<file path="config.mk">
export PLATFORM = sky130hd
export DESIGN_NAME = stream_fifo_arb
export DESIGN_NICKNAME = d
export VERILOG_FILES = /design/src/rtl/stream_fifo_pkg.sv /design/src/rtl/stream_nco.sv /design/src/rtl/stream_ring.sv /design/src/rtl/stream_port_arb.sv /design/src/rtl/stream_fifo_arb.sv
export SDC_FILE = /design/constraint.sdc
export NUM_CORES = 2
export LEC_CHECK = 0
export BUFFER_PORTS_ARGS = -buffer_cell sky130_fd_sc_hd__buf_2
export CAP_MARGIN = 25
export CORE_UTILIZATION = 30
export CTS_BUF_LIST = sky130_fd_sc_hd__clkbuf_4 sky130_fd_sc_hd__clkbuf_8
export DETAILED_ROUTE_END_ITERATION = 8
export MAX_ROUTING_LAYER = met4
export SLEW_MARGIN = 10
export SYNTH_ARGS = -nofsm -noshare
export SYNTH_HDL_FRONTEND = slang
export SYNTH_SLANG_ARGS = --single-unit
</file>
<file path="constraint.sdc">
create_clock -name clk -period 3.75 [get_ports clk]
set_input_delay 0.375 -clock clk [delete_from_list [all_inputs] [get_ports clk]]
set_output_delay 0.375 -clock clk [all_outputs]
set_load 0.05 [all_outputs]
</file>
<file path="src/rtl/stream_fifo_pkg.sv">
package stream_fifo_pkg;

    localparam int WORD_W = 32;

    typedef enum logic [1:0] {
        XS_BYTE = 2'd0,
        XS_HALF = 2'd1,
        XS_WORD = 2'd2,
        XS_WIDE = 2'd3
    } xfer_size_e;

    // Lanes kept for a transfer width; data sits in the low lanes.
    function automatic logic [WORD_W-1:0] lane_mask(input xfer_size_e sz);
        case (sz)
            XS_BYTE: lane_mask = 32'h0000_00FF;
            XS_HALF: lane_mask = 32'h0000_FFFF;
            default: lane_mask = 32'hFFFF_FFFF;
        endcase
    endfunction

    // Address advance per access for a transfer width.
    function automatic logic [2:0] lane_bytes(input xfer_size_e sz);
        case (sz)
            XS_BYTE: lane_bytes = 3'd1;
            XS_HALF: lane_bytes = 3'd2;
            default: lane_bytes = 3'd4;
        endcase
    endfunction

endpackage

</file>
<file path="src/rtl/stream_nco.sv">
module stream_nco #(
    parameter int ACC_W = 32
) (
    input  logic             clk,
    input  logic             rst_n,
    input  logic             load,
    input  logic             run,
    input  logic [ACC_W-1:0] step_in,
    output logic             tick
);

    typedef struct packed {
        logic [ACC_W-1:0] acc;
        logic [ACC_W-1:0] step;
    } nco_t;

    nco_t           s_d, s_q;
    logic [ACC_W:0] sum;

    always_comb begin
        s_d  = s_q;
        sum  = {1'b0, s_q.acc} + {1'b0, s_q.step};
        tick = 1'b0;
        if (load) begin
            s_d.acc  = '0;
            s_d.step = step_in;
        end else if (run) begin
            s_d.acc = sum[ACC_W-1:0];
            tick    = sum[ACC_W];
        end
    end

    always_ff @(posedge clk or negedge rst_n) begin
        if (!rst_n) begin
            s_q <= '0;
        end else begin
            s_q <= s_d;
        end
    end

endmodule

</file>
<file path="src/rtl/stream_ring.sv">
module stream_ring #(
    parameter int DEPTH = 19,
    parameter int W     = 32,
    parameter int CNT_W = $clog2(DEPTH + 1)
) (
    input  logic             clk,
    input  logic             rst_n,
    input  logic             clear,
    input  logic             push,
    input  logic             pop,
    input  logic [W-1:0]     wr_data,
    output logic [W-1:0]     head,
    output logic [CNT_W-1:0] fill,
    output logic             empty,
    output logic             full
);

    localparam int PTR_W = (DEPTH > 1) ? $clog2(DEPTH) : 1;
    localparam logic [PTR_W-1:0] LAST = PTR_W'(DEPTH - 1);

    typedef struct {
        logic [W-1:0]     slot [DEPTH];
        logic [PTR_W-1:0] rd;
        logic [PTR_W-1:0] wr;
        logic [CNT_W-1:0] cnt;
    } ring_t;

    ring_t r_d, r_q;
    logic  push_ok, pop_ok;

    function automatic logic [PTR_W-1:0] step_ptr(input logic [PTR_W-1:0] p);
        step_ptr = (p == LAST) ? '0 : p + 1'b1;
    endfunction

    assign empty = (r_q.cnt == '0);
    assign full  = (r_q.cnt == CNT_W'(DEPTH));
    assign fill  = r_q.cnt;
    assign head  = r_q.slot[r_q.rd];

    always_comb begin
        r_d     = r_q;
        pop_ok  = pop && !empty;
        push_ok = push && (!full || pop_ok);
        if (clear) begin
            r_d.rd  = '0;
            r_d.wr  = '0;
            r_d.cnt = '0;
        end else begin
            if (push_ok) begin
                r_d.slot[r_q.wr] = wr_data;
                r_d.wr           = step_ptr(r_q.wr);
            end
            if (pop_ok) begin
                r_d.rd = step_ptr(r_q.rd);
            end
            r_d.cnt = r_q.cnt + CNT_W'(push_ok) - CNT_W'(pop_ok);
        end
    end

    always_ff @(posedge clk or negedge rst_n) begin
        if (!rst_n) begin
            r_q.rd  <= '0;
            r_q.wr  <= '0;
            r_q.cnt <= '0;
            for (int i = 0; i < DEPTH; i++) begin
                r_q.slot[i] <= '0;
            end
        end else begin
            r_q <= r_d;
        end
    end

endmodule

</file>
<file path="src/rtl/stream_port_arb.sv">
module stream_port_arb #(
    parameter int ADDR_W = 19,
    parameter int W      = 32
) (
    input  logic              ram_avail,
    input  logic              fifo_need,
    input  logic              fifo_we,
    input  logic [ADDR_W-1:0] fifo_addr,
    input  logic [1:0]        fifo_size,
    input  logic [W-1:0]      fifo_wdata,
    input  logic              core_req,
    input  logic              core_we,
    input  logic [ADDR_W-1:0] core_addr,
    input  logic [W-1:0]      core_wdata,
    output logic              ram_req,
    output logic              ram_we,
    output logic [ADDR_W-1:0] ram_addr,
    output logic [1:0]        ram_size,
    output logic [W-1:0]      ram_wdata,
    output logic              core_stall
);

    logic core_go;

    always_comb begin
        core_go    = core_req && ram_avail && !fifo_need;
        core_stall = core_req && !core_go;
        ram_req    = fifo_need || core_go;
        if (fifo_need) begin
            ram_we    = fifo_we;
            ram_addr  = fifo_addr;
            ram_size  = fifo_size;
            ram_wdata = fifo_wdata;
        end else begin
            ram_we    = core_go && core_we;
            ram_addr  = core_addr;
            ram_size  = 2'd2;
            ram_wdata = core_wdata;
        end
    end

endmodule

</file>
<file path="src/rtl/stream_fifo_arb.sv">
module stream_fifo_arb
    import stream_fifo_pkg::*;
#(
    parameter int DEPTH  = 19,
    parameter int ADDR_W = 19,
    parameter int ACC_W  = 32
) (
    input  logic              clk,
    input  logic              rst_n,
    input  logic              cmd_start,
    input  logic              cmd_stop,
    input  logic              cfg_to_ram,
    input  logic [1:0]        cfg_size,
    input  logic [ADDR_W-1:0] cfg_base,
    input  logic [ACC_W-1:0]  cfg_step,
    input  logic [31:0]       pin_in,
    output logic [31:0]       pin_out,
    output logic              pin_strobe,
    input  logic              core_req,
    input  logic              core_we,
    input  logic [ADDR_W-1:0] core_addr,
    input  logic [31:0]       core_wdata,
    output logic [31:0]       core_rdata,
    output logic              core_stall,
    input  logic              ram_avail,
    output logic              ram_req,
    output logic              ram_we,
    output logic [ADDR_W-1:0] ram_addr,
    output logic [1:0]        ram_size,
    output logic [31:0]       ram_wdata,
    input  logic [31:0]       ram_rdata,
    output logic [ADDR_W-1:0] stream_addr,
    output logic              stream_active,
    output logic              flag_ovf,
    output logic              flag_unf
);

    localparam int CNT_W = $clog2(DEPTH + 1);

    typedef struct packed {
        logic              active;
        logic              to_ram;
        xfer_size_e        size;
        logic [ADDR_W-1:0] addr;
        logic [WORD_W-1:0] pin;
        logic              ovf;
        logic              unf;
    } ctl_t;

    ctl_t              c_d, c_q;
    logic              running, tick, fifo_need;
    logic              ring_push, ring_pop, ring_empty, ring_full;
    logic [WORD_W-1:0] ring_head, ring_wdata, lane;
    logic [CNT_W-1:0]  fill;

    assign running = c_q.active && !cmd_start;

    stream_nco #(.ACC_W(ACC_W)) u_nco (
        .clk    (clk),
        .rst_n  (rst_n),
        .load   (cmd_start),
        .run    (running),
        .step_in(cfg_step),
        .tick   (tick)
    );

    stream_ring #(.DEPTH(DEPTH), .W(WORD_W), .CNT_W(CNT_W)) u_ring (
        .clk    (clk),
        .rst_n  (rst_n),
        .clear  (cmd_start),
        .push   (ring_push),
        .pop    (ring_pop),
        .wr_data(ring_wdata),
        .head   (ring_head),
        .fill   (fill),
        .empty  (ring_empty),
        .full   (ring_full)
    );

    stream_port_arb #(.ADDR_W(ADDR_W), .W(WORD_W)) u_arb (
        .ram_avail (ram_avail),
        .fifo_need (fifo_need),
        .fifo_we   (c_q.to_ram),
        .fifo_addr (c_q.addr),
        .fifo_size (c_q.size),
        .fifo_wdata(ring_head),
        .core_req  (core_req),
        .core_we   (core_we),
        .core_addr (core_addr),
        .core_wdata(core_wdata),
        .ram_req   (ram_req),
        .ram_we    (ram_we),
        .ram_addr  (ram_addr),
        .ram_size  (ram_size),
        .ram_wdata (ram_wdata),
        .core_stall(core_stall)
    );

    always_comb begin
        c_d       = c_q;
        lane      = lane_mask(c_q.size);
        fifo_need = running && ram_avail &&
                    (c_q.to_ram ? !ring_empty : !ring_full);
        if (c_q.to_ram) begin
            ring_pop   = fifo_need;
            ring_push  = tick;
            ring_wdata = pin_in & lane;
        end else begin
            ring_pop   = tick && !ring_empty;
            ring_push  = fifo_need;
            ring_wdata = ram_rdata & lane;
        end

        if (cmd_start) begin
            c_d.active = 1'b1;
            c_d.to_ram = cfg_to_ram;
            c_d.size   = xfer_size_e'(cfg_size);
            c_d.addr   = cfg_base;
            c_d.ovf    = 1'b0;
            c_d.unf    = 1'b0;
        end else begin
            if (fifo_need) begin
                c_d.addr = c_q.addr + ADDR_W'(lane_bytes(c_q.size));
            end
            if (tick && c_q.to_ram && ring_full && !ring_pop) begin
                c_d.ovf = 1'b1;
            end
            if (tick && !c_q.to_ram) begin
                if (ring_empty) begin
                    c_d.unf = 1'b1;
                end else begin
                    c_d.pin = ring_head;
                end
            end
            if (cmd_stop) begin
                c_d.active = 1'b0;
            end
        end
    end

    always_ff @(posedge clk or negedge rst_n) begin
        if (!rst_n) begin
            c_q <= '0;
        end else begin
            c_q <= c_d;
        end
    end

    assign pin_out       = c_q.pin;
    assign pin_strobe    = tick;
    assign core_rdata    = ram_rdata;
    assign stream_addr   = c_q.addr;
    assign stream_active = c_q.active;
    assign flag_ovf      = c_q.ovf;
    assign flag_unf      = c_q.unf;

endmodule

</file>
# After elaboration in Yosys (flattened, before gate mapping)
# Cells that the tools add are included.
dict set report op_classes {
  n_addsub 6
  mul 0
  div 0
  magnitude_cmp 3
  eq_ne 4
  n_shift 0
  mux 35
  bitwise_logic 6
  reduce_logical 37
}
# cell count
set ops {}
lappend ops {{$bwmux W608} 1}
lappend ops {{$mux W32} 7}
lappend ops {{$bmux W32 S5} 1}
lappend ops {{$demux W32 S5} 1}
lappend ops {{$and A32 B32 Y32} 2}
lappend ops {{$pmux W32 S2} 1}
lappend ops {{$mux W19} 3}
lappend ops {{$add A32 B32 Y33} 1}
lappend ops {{$mux W5} 4}
lappend ops {{$add A19 B3 Y19} 1}
lappend ops {{$reduce_bool A2 Y1} 8}
lappend ops {{$eq A5 B5 Y1 const B} 3}
lappend ops {{$logic_and A1 B1 Y1} 15}
lappend ops {{$mux W15} 1}
lappend ops {{$ge A6 B6 Y1 const B} 2}
lappend ops {{$not A5 Y6} 2}
lappend ops {{$mux W1} 11}
lappend ops {{$add A5 B1 Y5 const B} 2}
lappend ops {{$logic_not A1 Y1} 7}
lappend ops {{$lt A6 B1 Y1 const B} 1}
lappend ops {{$mux W3} 2}
lappend ops {{$pmux W3 S2} 1}
lappend ops {{$add A5 B1 Y5} 1}
lappend ops {{$logic_not A5 Y1} 1}
lappend ops {{other kinds (8)} 12}
dict set report totals {
  register_bits 744
  latchBits 0
  ramBits 0
  mem_bits_ro 0
  input_bits 176
  out_inout_bits 143
  word_cells 122
  mem_count 0
}

# Logic depth before layout (Yosys ltp)
dict set report logic_depth {
  word_depth 12
  ltp_mapped 18
  mapped_depth_nobuf 18
}

# By module
# From an unflattened synthesis, not the netlist that was laid out.
dict set report hier_totals {
  cells_unflattened 2892
  area_unflattened_um2 37810.0
}
# module instances cells_per_inst area_per_inst_um2 seq_area_each_um2
set modules_own_cells {}
lappend modules_own_cells {stream_ring 1 2002 28941.5 15590.0}
lappend modules_own_cells {stream_nco 1 450 4259.1 1601.5}
lappend modules_own_cells {stream_fifo_arb 1 374 3797.4 1426.4}
lappend modules_own_cells {stream_port_arb 1 66 812.0 0.0}

# Worst setup path after synthesis
# No wires, ideal clock.
dict set report synth_path {
  path_kind {register to register}
  startpoint {reg u_nco.s_q[5] (netlist name)}
  endpoint {reg u_ring.r_q, in the netlist u_ring.fill[4]}
  setup_ns 0.078
  arrival_time_ns 4.022
  required_time_ns 3.672
  setup_slack_ns -0.350
  path_stages_with_launch 17
  path_buffers 0
  synth_period_minus_slack_ns 4.100
  path_cell_list {dfrtp_1 > ha_1 > a211oi_1 > nor2_1 > o31ai_2 > a21oi_1 > nand2b_1 > a21boi_1 > inv_1 > ha_1 > inv_1 > ha_1 > fa_1 > a21oi_1 > nor2_1 > or3_1 > a21oi_1}
}
# element line_no
set synth_rtl {}
lappend synth_rtl {{from (decl)} stream_nco.sv:17} ;# nco_t s_d, s_q;
lappend synth_rtl {{from (signal assigned)} stream_nco.sv:35} ;# s_q <= '0;
lappend synth_rtl {{from (signal assigned)} stream_nco.sv:37} ;# s_q <= s_d;
lappend synth_rtl {{to (signal assigned)} stream_ring.sv:69} ;# r_q <= r_d;
lappend synth_rtl {{to (decl)} stream_ring.sv:28} ;# ring_t r_d, r_q;

# Final worst setup path
dict set report layout_path {
  startpoint {reg u_ring.r_q[10] (netlist name)}
  endpoint {out ram_wdata[7]}
}
dict set report layout_between {
  elab_chain_len 5
}
# element line_no
set layout_lines {}
lappend layout_lines {{$not A5 Y6 (implied by the code)} stream_ring.sv:38} ;# assign head = r_q.slot[r_q.rd];
lappend layout_lines {{$bmux W32 S5} stream_ring.sv:38}
lappend layout_lines {{$mux W32 (implied by the code) (2 in a row)} stream_ring.sv:38}
lappend layout_lines {{$mux W32} stream_port_arb.sv:29} ;# if (fifo_need) begin
lappend layout_lines {{to (decl)} stream_fifo_arb.sv:30} ;# output logic [31:0] ram_wdata,
# No other way between the ends. The select of a mux whose other input is x is not followed.

==> metrics <==
status finished with violations; violated checks setup timing; EDFF count, synth 0; GRT met2 Usage 0.273; most frequent cells in the layout 737 x dfrtp_1, 604 x mux2_2, 284 x buf_2, 218 x nand2_1, 173 x buf_4; clk buf depth 3; first-pass GRT wire length 163000 µm; total CTS buffers ~140; Fin. Hold Viols 0; Overall Global Routing Usage 0.175; syn nets 3055; CP max-delay cell mux4_2; mux cell area share after synthesis 0.312; antenna viol nets, final 0; compound-gate portion of the synthesized area 0.0502; Mapped Avg Cell Area 13.2 µm²; Yosys Warn Count 0; Max-cap violations 0; Ports 319; CTS root buf clkbuf_8; Congestion Overflow GR 0; wire length per cell ~21 µm; Worst setup SP type register; largest family of logic cells by synthesized area multiplexers; IO buf count about 320; critical-path cell list buf_12, buf_16, buf_16, mux4_2, mux4_2, nor2b_2, a21oi_4, o21ai_2, buf_6; GRT Max-Usage Layer met2; fraction of the cycle the final worst path needs 1.04; layout cells sized above 1 0.496; Via density 4.96; Clock transition at path regs roughly 0.06 ns; area grow syn2layout 23.1%; GRT met1 Usage 0.232; Synth Area in XOR/XNOR 0.00468; Detailed Place HPWL between 60000 and 70000 µm; Row Count 129; leak pwr approximately 22 nW; clock latency on the worst-skew pair approximately 0.83 ns; register area share after synthesis 0.498; vias in the first global route 26.1k; RD Place Congestion 0.840; met3 usage 0.0312; DR iter-0 viols 1649; Setup TNS -2.74 ns; clk sinks 744; crit-path max cell delay 0.50 ns; Setup Viol. Count Final 33; peak supply drop 0.432 mV; Post-Synth Simple-Gate Area 0.0650; vias 24.8k; Slew headroom 0.298; Worst Setup End Kind primary output; CP max FO 8; htree depth 4; Yosys cell types 72; crit path DAT 3.51 ns; Die Area around 130000 µm²; Min Clock Period, post-route slightly below 4 ns; fin nets 3513; DRC Markers 0; WL final 106000 µm; fraction of registers with async set/reset 1.00; R2R cell count 22; First-pass DRT Iterations 5; prevailing post-synth register cell dfrtp_1; final worst setup slack -0.135 ns; PD cells roughly 540 nW/µm²; post-synthesis adder-cell area fraction 0.0173; Die W 355 µm; Fill cells approximately 12k; Highest Clock Rate 0.257 GHz; largest net degree at the start of global routing 86; most common cell after layout, fill and taps aside dfrtp_1; R2R Setup Slk -0.05 ns; Post-Route Skew 0.0568 ns; synthesized area approximately 37000 µm²; Core ar. ~120000 µm²; RSZ-0062 raised after global routing yes; Initial Util 0.302; CTS tree yes; worst setup path category reg2out; R2R Path End pin_out[20]$_DFFE_PN0P_; synthesized flop and latch total ~740; CP required 3.38 ns; die height 355 µm; r2r startpoint u_ring.r_q[10]$_DFFE_PN0P_; slew of the pin with the lowest slew margin 1.05 ns; Gate Count Post-Synth 2829; HP Class in2async; Max Slew Vio Count 0; Final Power approximately 25 mW; antenna violations before repair 3
-- worst max-delay path by stage --
stage / startpoint / endpoint / slack, ns / cells after the start
2_1_floorplan: u_nco.s_q[27]$_DFFE_PN0P_ / u_ring.fill[4]$_DFF_PN0_ / 0.09 / 16
3_3_place_gp: u_nco.s_q[0]$_DFFE_PN0P_ / u_ring.fill[4]$_DFF_PN0_ / 0.06 / 18
3_5_place_dp: u_nco.s_q[3]$_DFFE_PN0P_ / u_ring.fill[4]$_DFF_PN0_ / 0.06 / 16
4_1_cts: u_ring.r_q[10]$_DFFE_PN0P_ / ram_wdata[25] / -0.23 / 9
5_1_grt: u_ring.r_q[10]$_DFFE_PN0P_ / ram_wdata[25] / -0.24 / 9
6_report: u_ring.r_q[10]$_DFFE_PN0P_ / ram_wdata[7] / -0.14 / 9
-- cell usage after synthesis (6+ instances only) --
cell      instances  share of area
buf_2            22         0.0029
a221o_1          11         0.0029
buf_4            92          0.018
nand4_1          14         0.0023
o21ai_0         140          0.019
nand2_1         219          0.022
clkbuf_1        112          0.011
nor3b_4          11         0.0055
nand2b_1          8         0.0013
mux4_2          160          0.096
a31oi_1          10         0.0017
a21o_1           10         0.0020
nor2b_1          56         0.0094
nor2_1           81         0.0081
buf_6            44          0.013
nand3_1          25         0.0033
nor3_4            6         0.0026
inv_1            33         0.0033
mux2_1           46          0.014
mux2_2          604           0.18
a21oi_1          76          0.010
buf_1            32         0.0032
o211ai_1          6         0.0012
and3_1            6         0.0010
mux2i_1          76          0.020
dfrtp_1         744           0.50
nor3b_1           7         0.0014
a211oi_1          7         0.0014
xnor2_1          15         0.0035
ha_1             47          0.016
nor3_1           21         0.0028
-- kinds of logic (layout without fill, tap and decap cells) --
| logic type | Yosys count | after routing |
|---|---|---|
| multiplexers | 886 | 886 |
| buffers and inverters | 336 | 874 |
| other | 0 | 2 |
| AND/OR/NAND/NOR | 480 | 480 |
| adder cells (fa/ha/maj) | 50 | 50 |
| AO/OA/AOI/OAI | 313 | 313 |
| flip-flops | 744 | 744 |
| XOR/XNOR | 20 | 20 |
-- layout make-up --
type	count	area (µm²)	area share
Sequential cell	744	18600	0.405
Timing Repair Buffer	622	5190	0.113
Inverter	33	124	0.00269
Tap cell	1637	2050	0.0445
Multi-Input combinational cell	1749	17300	0.376
Antenna cell	2	5.00	0.000109
Clock inverter	20	231	0.00503
Clock buffer	199	2500	0.0543
-- per-layer routing --
layer | vias to the layer above | part of all wire
li1 | 11100 | -
met1 | 12900 | 0.46
met2 | 637 | 0.47
met3 | 140 | 0.047
met4 | 0 | 0.021
met5 | - | 0
-- state kept, by name (all words and copies together) (netlist names) --
register	count
stream_addr	19
u_ring.fill	5
u_ring.r_q	618
c_q	3
flag_ovf	1
stream_active	1
pin_out	32
u_nco.s_q	64
flag_unf	1
-- repair_timing --
action	CTS	global route
pin swaps	6	13
setup buffers	47	7
resized for setup	178	53
hold endpoints to repair	122	0
gates cloned	9	1
hold buffers	56	0
setup endpoints to repair	45	559
-- power breakdown --
group	internal [mW]	switching (mW)	leakage, nW
sequential	8.81	0.476	10.1
clock	4.47	3.46	1.45
combinational	3.38	4.45	10.1
total	16.7	8.39	21.7
-- worst max-delay path: cells and delay by family (launching register included) --
family | cells | cell delay (ns)
AO/OA/AOI/OAI | 2 | 0.36
buffers and inverters | 4 | 0.66
flip-flops | 1 | 0.45
multiplexers | 2 | 0.98
AND/OR/NAND/NOR | 1 | 0.18
-- metrics by stage --
step	area, µm²	instances	util	hold WS (ns)	worst slack (ns)
finish	46000	5006	0.372	0.204	-0.135
global placement	41300	4665	0.334	0.458	0.0580
global route	46000	5005	0.372	0.206	-0.240
floorplan	37400	2829	-	0.0794	0.0893
CTS	45900	5000	0.371	0.127	-0.232
detailed placement	41400	4669	0.334	0.464	0.0637
Note: power is estimated with default switching activity, not from simulation.
